File: src/rtl/fmf_pkg.sv
package fmf_pkg;
  localparam int EXP_W     = 8;
  localparam int FRAC_W    = 23;
  localparam int MANT_W    = FRAC_W + 1;
  localparam int PROD_W    = 2 * MANT_W;
  localparam int WORD_W    = 1 + EXP_W + FRAC_W;
  localparam int BIAS      = (1 << (EXP_W - 1)) - 1;
  localparam int EXP_TOP   = (1 << EXP_W) - 1;
  localparam int SEXP_W    = EXP_W + 3;
  localparam int OFZ_FLOOR = -(FRAC_W - 1);
  localparam int NFLAG     = 7;

  // flag bit positions (decoded by the consumer of the vector)
  localparam int FLG_DBZ = 0;
  localparam int FLG_INX = 1;
  localparam int FLG_UNF = 2;
  localparam int FLG_OVF = 3;
  localparam int FLG_INV = 4;
  localparam int FLG_IFZ = 5;
  localparam int FLG_OFZ = 6;

  typedef logic [NFLAG-1:0] flags_t;

  typedef struct packed {
    logic              sign;
    logic [EXP_W-1:0]  exp;
    logic [FRAC_W-1:0] frac;
  } sp_t;

  typedef enum logic [1:0] {
    RM_NE = 2'b00,
    RM_RZ = 2'b01,
    RM_UP = 2'b10,
    RM_DN = 2'b11
  } rmode_e;

  function automatic logic is_denorm(sp_t x);
    return (x.exp == '0) && (x.frac != '0);
  endfunction

  function automatic logic is_inf(sp_t x);
    return (x.exp == '1) && (x.frac == '0);
  endfunction

  function automatic logic is_nan(sp_t x);
    return (x.exp == '1) && (x.frac != '0);
  endfunction

  function automatic logic is_snan(sp_t x);
    return is_nan(x) && !x.frac[FRAC_W-1];
  endfunction

  // increment decision for a truncated magnitude
  function automatic logic rnd_incr(rmode_e rm, logic sgn, logic lsb,
                                    logic gbit, logic sticky);
    logic r;
    case (rm)
      RM_NE:   r = gbit & (sticky | lsb);
      RM_RZ:   r = 1'b0;
      RM_UP:   r = (gbit | sticky) & ~sgn;
      default: r = (gbit | sticky) & sgn;
    endcase
    return r;
  endfunction
endpackage

File: src/rtl/fmf_unpack.sv
module fmf_unpack
  import fmf_pkg::*;
(
  input  sp_t                        op_a,
  input  sp_t                        op_b,
  output logic                       special,
  output flags_t                     spec_flags,
  output logic                       flush_in,
  output logic [PROD_W-1:0]          mant_prod,
  output logic signed [SEXP_W-1:0]   exp_sum,
  output logic                       prod_sign
);
  localparam logic signed [SEXP_W-1:0] BIAS_S = SEXP_W'(BIAS);

  logic den_a, den_b, zer_a, zer_b, inf_a, inf_b, nan_a, nan_b, sn_a, sn_b;
  logic [MANT_W-1:0] man_a, man_b;
  logic signed [SEXP_W-1:0] ea_s, eb_s;

  assign den_a = is_denorm(op_a);
  assign den_b = is_denorm(op_b);
  assign zer_a = (op_a.exp == '0);
  assign zer_b = (op_b.exp == '0);
  assign inf_a = is_inf(op_a);
  assign inf_b = is_inf(op_b);
  assign nan_a = is_nan(op_a);
  assign nan_b = is_nan(op_b);
  assign sn_a  = is_snan(op_a);
  assign sn_b  = is_snan(op_b);

  assign flush_in  = den_a | den_b;
  assign prod_sign = op_a.sign ^ op_b.sign;

  assign man_a     = {1'b1, op_a.frac};
  assign man_b     = {1'b1, op_b.frac};
  assign mant_prod = {{MANT_W{1'b0}}, man_a} * {{MANT_W{1'b0}}, man_b};

  assign ea_s    = $signed({{(SEXP_W-EXP_W){1'b0}}, op_a.exp});
  assign eb_s    = $signed({{(SEXP_W-EXP_W){1'b0}}, op_b.exp});
  assign exp_sum = ea_s + eb_s - BIAS_S;

  always_comb begin
    special    = 1'b1;
    spec_flags = '0;
    if (nan_a | nan_b) begin
      spec_flags[FLG_INV] = sn_a | sn_b;
    end else if ((inf_a & zer_b) | (zer_a & inf_b)) begin
      spec_flags[FLG_INV] = 1'b1;
    end else if (inf_a | inf_b | zer_a | zer_b) begin
      spec_flags = '0;
    end else begin
      special = 1'b0;
    end
  end
endmodule

File: src/rtl/fmf_round.sv
module fmf_round
  import fmf_pkg::*;
(
  input  logic [PROD_W-1:0]         prod,
  input  logic signed [SEXP_W-1:0]  exp_sum,
  input  logic                      sgn,
  input  rmode_e                    rm,
  output flags_t                    flags,
  output logic                      ev_tiny,
  output logic                      ev_ovf,
  output logic                      ev_dnrange,
  output logic                      ev_carry
);
  localparam logic signed [SEXP_W-1:0] ZERO_S  = '0;
  localparam logic signed [SEXP_W-1:0] TOP_S   = SEXP_W'(EXP_TOP);
  localparam logic signed [SEXP_W-1:0] FLOOR_S = SEXP_W'(OFZ_FLOOR);

  logic              hi;
  logic [MANT_W-1:0] mant;
  logic              gbit, sticky, incr;
  logic signed [SEXP_W-1:0] e_norm, e_rnd;

  assign hi     = prod[PROD_W-1];
  assign mant   = hi ? prod[PROD_W-1 -: MANT_W] : prod[PROD_W-2 -: MANT_W];
  assign gbit   = hi ? prod[PROD_W-1-MANT_W] : prod[PROD_W-2-MANT_W];
  assign sticky = hi ? (|prod[PROD_W-2-MANT_W:0]) : (|prod[PROD_W-3-MANT_W:0]);

  assign e_norm   = exp_sum + $signed({{(SEXP_W-1){1'b0}}, hi});
  assign incr     = rnd_incr(rm, sgn, mant[0], gbit, sticky);
  assign ev_carry = incr & (&mant);
  assign e_rnd    = e_norm + $signed({{(SEXP_W-1){1'b0}}, ev_carry});

  assign ev_tiny    = (e_norm <= ZERO_S);
  assign ev_dnrange = ev_tiny && (e_norm >= FLOOR_S);
  assign ev_ovf     = !ev_tiny && (e_rnd >= TOP_S);

  always_comb begin
    flags = '0;
    if (ev_tiny) begin
      flags[FLG_UNF] = 1'b1;
      flags[FLG_INX] = 1'b1;
      flags[FLG_OFZ] = ev_dnrange;
    end else if (ev_ovf) begin
      flags[FLG_OVF] = 1'b1;
      flags[FLG_INX] = 1'b1;
    end else begin
      flags[FLG_INX] = gbit | sticky;
    end
  end
endmodule

File: src/rtl/fmf_mul_flags.sv
module fmf_mul_flags
  import fmf_pkg::*;
(
  input  logic        clk,
  input  logic        rst_n,
  input  logic        in_valid,
  input  logic [31:0] in_op_a,
  input  logic [31:0] in_op_b,
  input  logic [1:0]  in_rmode,
  input  logic        in_guarded,
  input  logic        in_guard_bit,
  output logic        out_valid,
  output logic        out_wen,
  output logic [31:0] out_flags
);
  sp_t a_w, b_w;
  assign a_w = in_op_a;
  assign b_w = in_op_b;

  // stage 0: classify and multiply
  logic                      c_special, c_flush, c_sign;
  flags_t                    c_spec_flags;
  logic [PROD_W-1:0]         c_prod;
  logic signed [SEXP_W-1:0]  c_exp;
  logic                      c_wen;

  assign c_wen = in_valid & (~in_guarded | in_guard_bit);

  fmf_unpack u_unpack (
    .op_a      (a_w),
    .op_b      (b_w),
    .special   (c_special),
    .spec_flags(c_spec_flags),
    .flush_in  (c_flush),
    .mant_prod (c_prod),
    .exp_sum   (c_exp),
    .prod_sign (c_sign)
  );

  // stage 1 registers
  logic                      s1_valid, s1_wen, s1_special, s1_flush, s1_sign;
  flags_t                    s1_spec_flags;
  logic [PROD_W-1:0]         s1_prod;
  logic signed [SEXP_W-1:0]  s1_exp;
  rmode_e                    s1_rm;

  always_ff @(posedge clk or negedge rst_n) begin
    if (!rst_n) begin
      s1_valid <= 1'b0;
      s1_wen   <= 1'b0;
    end else begin
      s1_valid <= in_valid;
      s1_wen   <= c_wen;
    end
  end

  always_ff @(posedge clk) begin
    s1_special    <= c_special;
    s1_spec_flags <= c_spec_flags;
    s1_flush      <= c_flush;
    s1_sign       <= c_sign;
    s1_prod       <= c_prod;
    s1_exp        <= c_exp;
    s1_rm         <= rmode_e'(in_rmode);
  end

  // normalise and round
  flags_t arith_flags, merged_flags;
  logic   ev_tiny, ev_ovf, ev_dnrange, ev_carry;

  fmf_round u_round (
    .prod      (s1_prod),
    .exp_sum   (s1_exp),
    .sgn       (s1_sign),
    .rm        (s1_rm),
    .flags     (arith_flags),
    .ev_tiny   (ev_tiny),
    .ev_ovf    (ev_ovf),
    .ev_dnrange(ev_dnrange),
    .ev_carry  (ev_carry)
  );

  always_comb begin
    merged_flags          = s1_special ? s1_spec_flags : arith_flags;
    merged_flags[FLG_IFZ] = s1_flush;
  end

  // stage 2 and output registers
  logic   s2_valid, s2_wen;
  flags_t s2_flags, out_q;

  always_ff @(posedge clk or negedge rst_n) begin
    if (!rst_n) begin
      s2_valid  <= 1'b0;
      s2_wen    <= 1'b0;
      s2_flags  <= '0;
      out_valid <= 1'b0;
      out_wen   <= 1'b0;
      out_q     <= '0;
    end else begin
      s2_valid  <= s1_valid;
      s2_wen    <= s1_wen;
      s2_flags  <= merged_flags;
      out_valid <= s2_valid;
      out_wen   <= s2_wen;
      out_q     <= s2_flags;
    end
  end

  assign out_flags = {{(WORD_W-NFLAG){1'b0}}, out_q};

  // ---------------- assertions ----------------
  logic [1:0] rs_age;
  always_ff @(posedge clk or negedge rst_n) begin
    if (!rst_n)              rs_age <= 2'd0;
    else if (rs_age != 2'd3) rs_age <= rs_age + 2'd1;
  end


  latency_chk: assert property (@(posedge clk) disable iff (!rst_n)
    (rs_age == 2'd3) |-> (out_valid == $past(in_valid, 3)));


  wen_guard_chk: assert property (@(posedge clk) disable iff (!rst_n)
    (rs_age == 2'd3) |-> (out_wen == $past(in_valid & (~in_guarded | in_guard_bit), 3)));


  wen_valid_chk: assert property (@(posedge clk) disable iff (!rst_n)
    out_wen |-> out_valid);


  dbz_clear_chk: assert property (@(posedge clk) disable iff (!rst_n)
    out_valid |-> !out_q[FLG_DBZ]);


  inv_alone_chk: assert property (@(posedge clk) disable iff (!rst_n)
    (out_valid && out_q[FLG_INV]) |-> (out_q[FLG_OVF:FLG_INX] == '0));


  ovf_inexact_chk: assert property (@(posedge clk) disable iff (!rst_n)
    (out_valid && out_q[FLG_OVF]) |-> (out_q[FLG_INX] && !out_q[FLG_UNF]));


  ofz_unf_chk: assert property (@(posedge clk) disable iff (!rst_n)
    (out_valid && out_q[FLG_OFZ]) |-> (out_q[FLG_UNF] && out_q[FLG_INX]));


  carry_ovf_chk: assert property (@(posedge clk) disable iff (!rst_n)
    (s1_valid && !s1_special && ev_carry && !ev_tiny && (s1_exp + $signed({{(SEXP_W-1){1'b0}}, s1_prod[PROD_W-1]}) == SEXP_W'(EXP_TOP - 1)))
      |=> s2_flags[FLG_OVF]);
endmodule

File: config.mk
export PLATFORM = sky130hd
export DESIGN_NAME = fmf_mul_flags
export DESIGN_NICKNAME = d
export VERILOG_FILES = /design/src/rtl/fmf_pkg.sv /design/src/rtl/fmf_unpack.sv /design/src/rtl/fmf_round.sv /design/src/rtl/fmf_mul_flags.sv
export SDC_FILE = /design/constraint.sdc
export NUM_CORES = 2
export LEC_CHECK = 0
export BUFFER_PORTS_ARGS = -buffer_cell sky130_fd_sc_hd__buf_2
export CAP_MARGIN = 20
export CORE_ASPECT_RATIO = 0.75
export CORE_MARGIN = 2
export CORE_UTILIZATION = 44
export CTS_BUF_LIST = sky130_fd_sc_hd__clkbuf_4 sky130_fd_sc_hd__clkbuf_8
export CTS_CLUSTER_SIZE = 8
export DETAILED_ROUTE_END_ITERATION = 8
export SLEW_MARGIN = 20
export SYNTH_ARGS = -nofsm -noshare
export SYNTH_HDL_FRONTEND = slang
export SYNTH_HIERARCHICAL = 1
export SYNTH_SLANG_ARGS = --single-unit
File: constraint.sdc
create_clock -name clk -period 4.14 [get_ports clk]
set_clock_uncertainty 0.2 [all_clocks]
set_input_delay 0.621 -clock clk [delete_from_list [all_inputs] [get_ports clk]]
set_output_delay 0.621 -clock clk [all_outputs]
set_load 0.005 [all_outputs]
==> impl_results.md <==
- Post-DP HPWL: 56.9 mm
- Final Instance Area: ~29000 um2
- Worst-Margin Slew: roughly 500 ps
- Ant diodes: 0
- # setup viols final: 40
- Syn_area_per_cell: between 9 and 10 um2
- Final #Nets: between 3000 and 4000
- Final Cycle Share: 162%
- Final Hold Fails: 0
- Die area: approximately 53000 um2
- Yosys warns: 6
- Wire per inst: between 15 and 20 um
- Reg-to-Reg End: s2_flags[1]$_DFF_PN0_
- Crit end category: flop
- Core area: slightly above 50000 um2
- H-tree lvl count: 3
- Largest net degree at the start of global routing: 21
- Clk Latency, worst-skew pair: ~360 ps
- Hold EP: s2_flags[5]$_DFF_PN0_
- Critical path class: in2reg
- Cell family with most CP delay: adder cells
- Ports: about 110
- CP most frequent cell: fa_1
- Fraction of layout cells with a size suffix above 1: ~29%
- Final TNS setup: -82460 ps
- TritonCTS clock tree: done
- Vias per inst: ~5
- Vias in the first global route: 19700
- Util after Layout: a little under three fifths
- Initial antenna violation count: 1
- RSZ-0062 raised after global routing: yes
- GRT overflow: 0
- Min-delay worst type: reg2reg
- Bufs and invs on worst path: 8
- WP data arrival: between 6000 and 7000 ps
- HP Start: s1_flush$_DFF_P_
- Max Slew Vio Count: 0
- CTS Buffer Depth: 2
- Max_cap viols: 0
- Std cell rows: 71
- Dpl cell area: 26400 um2
- Initial Util: 44.7%
- Worst hold margin: around 140 ps
- First-pass GRT wire length: ~110 mm
- Critical path's slowest cell: fa_1
- Crit Path Max Fanout: 5
- Final WL: 66.6 mm
- Startpoint Class: input port
- Final GP Congestion: just over 0.9
- Clk sink count: 90
- Peak per-stage delay on the critical path: 560 ps
- Input/output buffers: 79
- Mapped Cells: 2466
- Status: finished, violations left
- Period minus WS final: ~6700 ps
- Worst-case reg-to-reg path depth: 19
- Clk slew on worst S/H paths: approximately 100 ps
- Die H: 200 um
- R2R Setup Slk: around 200 ps
- Post-route DRC: 0
- Final worst slack: -2550 ps
- Hold Path Cell Cnt: 0
- Worst slew margin: around two thirds
- ANT nets after route: 0
- Total GRT Usage: between 20% and 30%
- Iter 0 DRT Violations: approximately 960
- RR Startpoint: s1_prod[9]$_DFF_P_
- Req. time, crit path: approximately 4200 ps
- DRT Pass-1 Iters: 5
- Clock buffer count from CTS: 9
- Fmax achieved: between 100 and 150 MHz
- Vias: 17600
- Die X: 265 um
- Violated checks: negative setup slack
- Root buf cell: clkbuf_8
- Synthesized area: roughly 22000 um2
- Layout area overhead: 28.1%
stage by stage:
stage | worst slack [ps] | std cells
5_1_grt | -2720 | 3541
6_report | -2550 | 3541
2_1_floorplan | -2540 | 2495
3_5_place_dp | -3200 | 3446
4_1_cts | -2540 | 3521
3_3_place_gp | -3160 | 3446
worst max-delay path by stage:
| stage | start | endpoint | depth (start not counted) |
|---|---|---|---|
| after CTS | in_op_a[8] | s1_prod[42]$_DFF_P_ | 24 |
| final | in_op_a[9] | s1_prod[45]$_DFF_P_ | 26 |
| after floorplan | in_op_a[19] | s1_prod[42]$_DFF_P_ | 24 |
| after detailed placement | in_op_b[10] | s1_prod[45]$_DFF_P_ | 22 |
| after global placement | in_op_a[14] | s1_prod[46]$_DFF_P_ | 26 |
| after global routing | in_op_a[9] | s1_prod[47]$_DFF_P_ | 29 |
cell type report:
type | count | area (um2)
Sequential cell | 90 | 1900
Inverter | 595 | 2270
Clock inverter | 7 | 72.6
Clock buffer | 9 | 124
Tap cell | 657 | 822
Timing Repair Buffer | 510 | 4630
Fill cell | 4459 | 21500
Multi-Input combinational cell | 1673 | 19000
per-layer routing:
metal | vias to the layer above | GRT usage [%] | part of all wire [%]
li1 | 8108 | - | -
met1 | 8975 | 34.9 | 44
met2 | 455 | 43.9 | 46
met3 | 82 | 6.57 | 7.2
met4 | 2 | 5.75 | 2.2
met5 | - | 0 | 0.020
worst register-to-register path: stages, from the launching register on:
cell and delay [ps]:
dfxtp_1 330, nor4_1 60, buf_4 140, and4_1 210
nand3_2 100, o21ai_0 100, a2111oi_1 360, a21oi_1 90
nor3_2 260, ha_2 220, buf_4 130, ha_2 200
inv_1 70, a41oi_1 220, o21ai_0 100, a22oi_1 210
o21ai_0 150, a32oi_2 280, nand3_1 130, mux2_4 290
placed cells by master (no fill, tap or decap), drive strengths merged, types with 15 or more instances in the layout:
master,instances
nand2,299
inv,597
and2,239
nor4,23
xor2,18
a21oi,60
ha,193
nand4,23
dfxtp,70
fa,483
xnor2,36
a21o,18
o21ai,35
nor2,81
dfrtp,20
conb,32
nand3,16
buf,502
clkbuf,15
registers in the layout, summed over array words and instances, names as in the netlist:
name	count
s2_valid	1
out_valid	1
s1_exp	11
s1_flush	1
s1_prod	48
s1_special	1
s1_valid	1
s2_wen	1
s1_sign	1
s1_spec_flags	6
s1_wen	1
out_wen	1
s2_flags	7
s1_rm	2
out_q	7
timing repair:
item / in CTS / in global routing
pin swaps: 149 / 102
gates cloned: 1 / 0
setup endpoints to repair: 43 / 44
resized for setup: 255 / 142
hold endpoints to repair: 20 / 0
buffers inserted: 59 / 20
hold buffers: 1 / 0
Power is not shown: default switching activity piles up to over one toggle a cycle in this logic, so the estimate is an artifact.
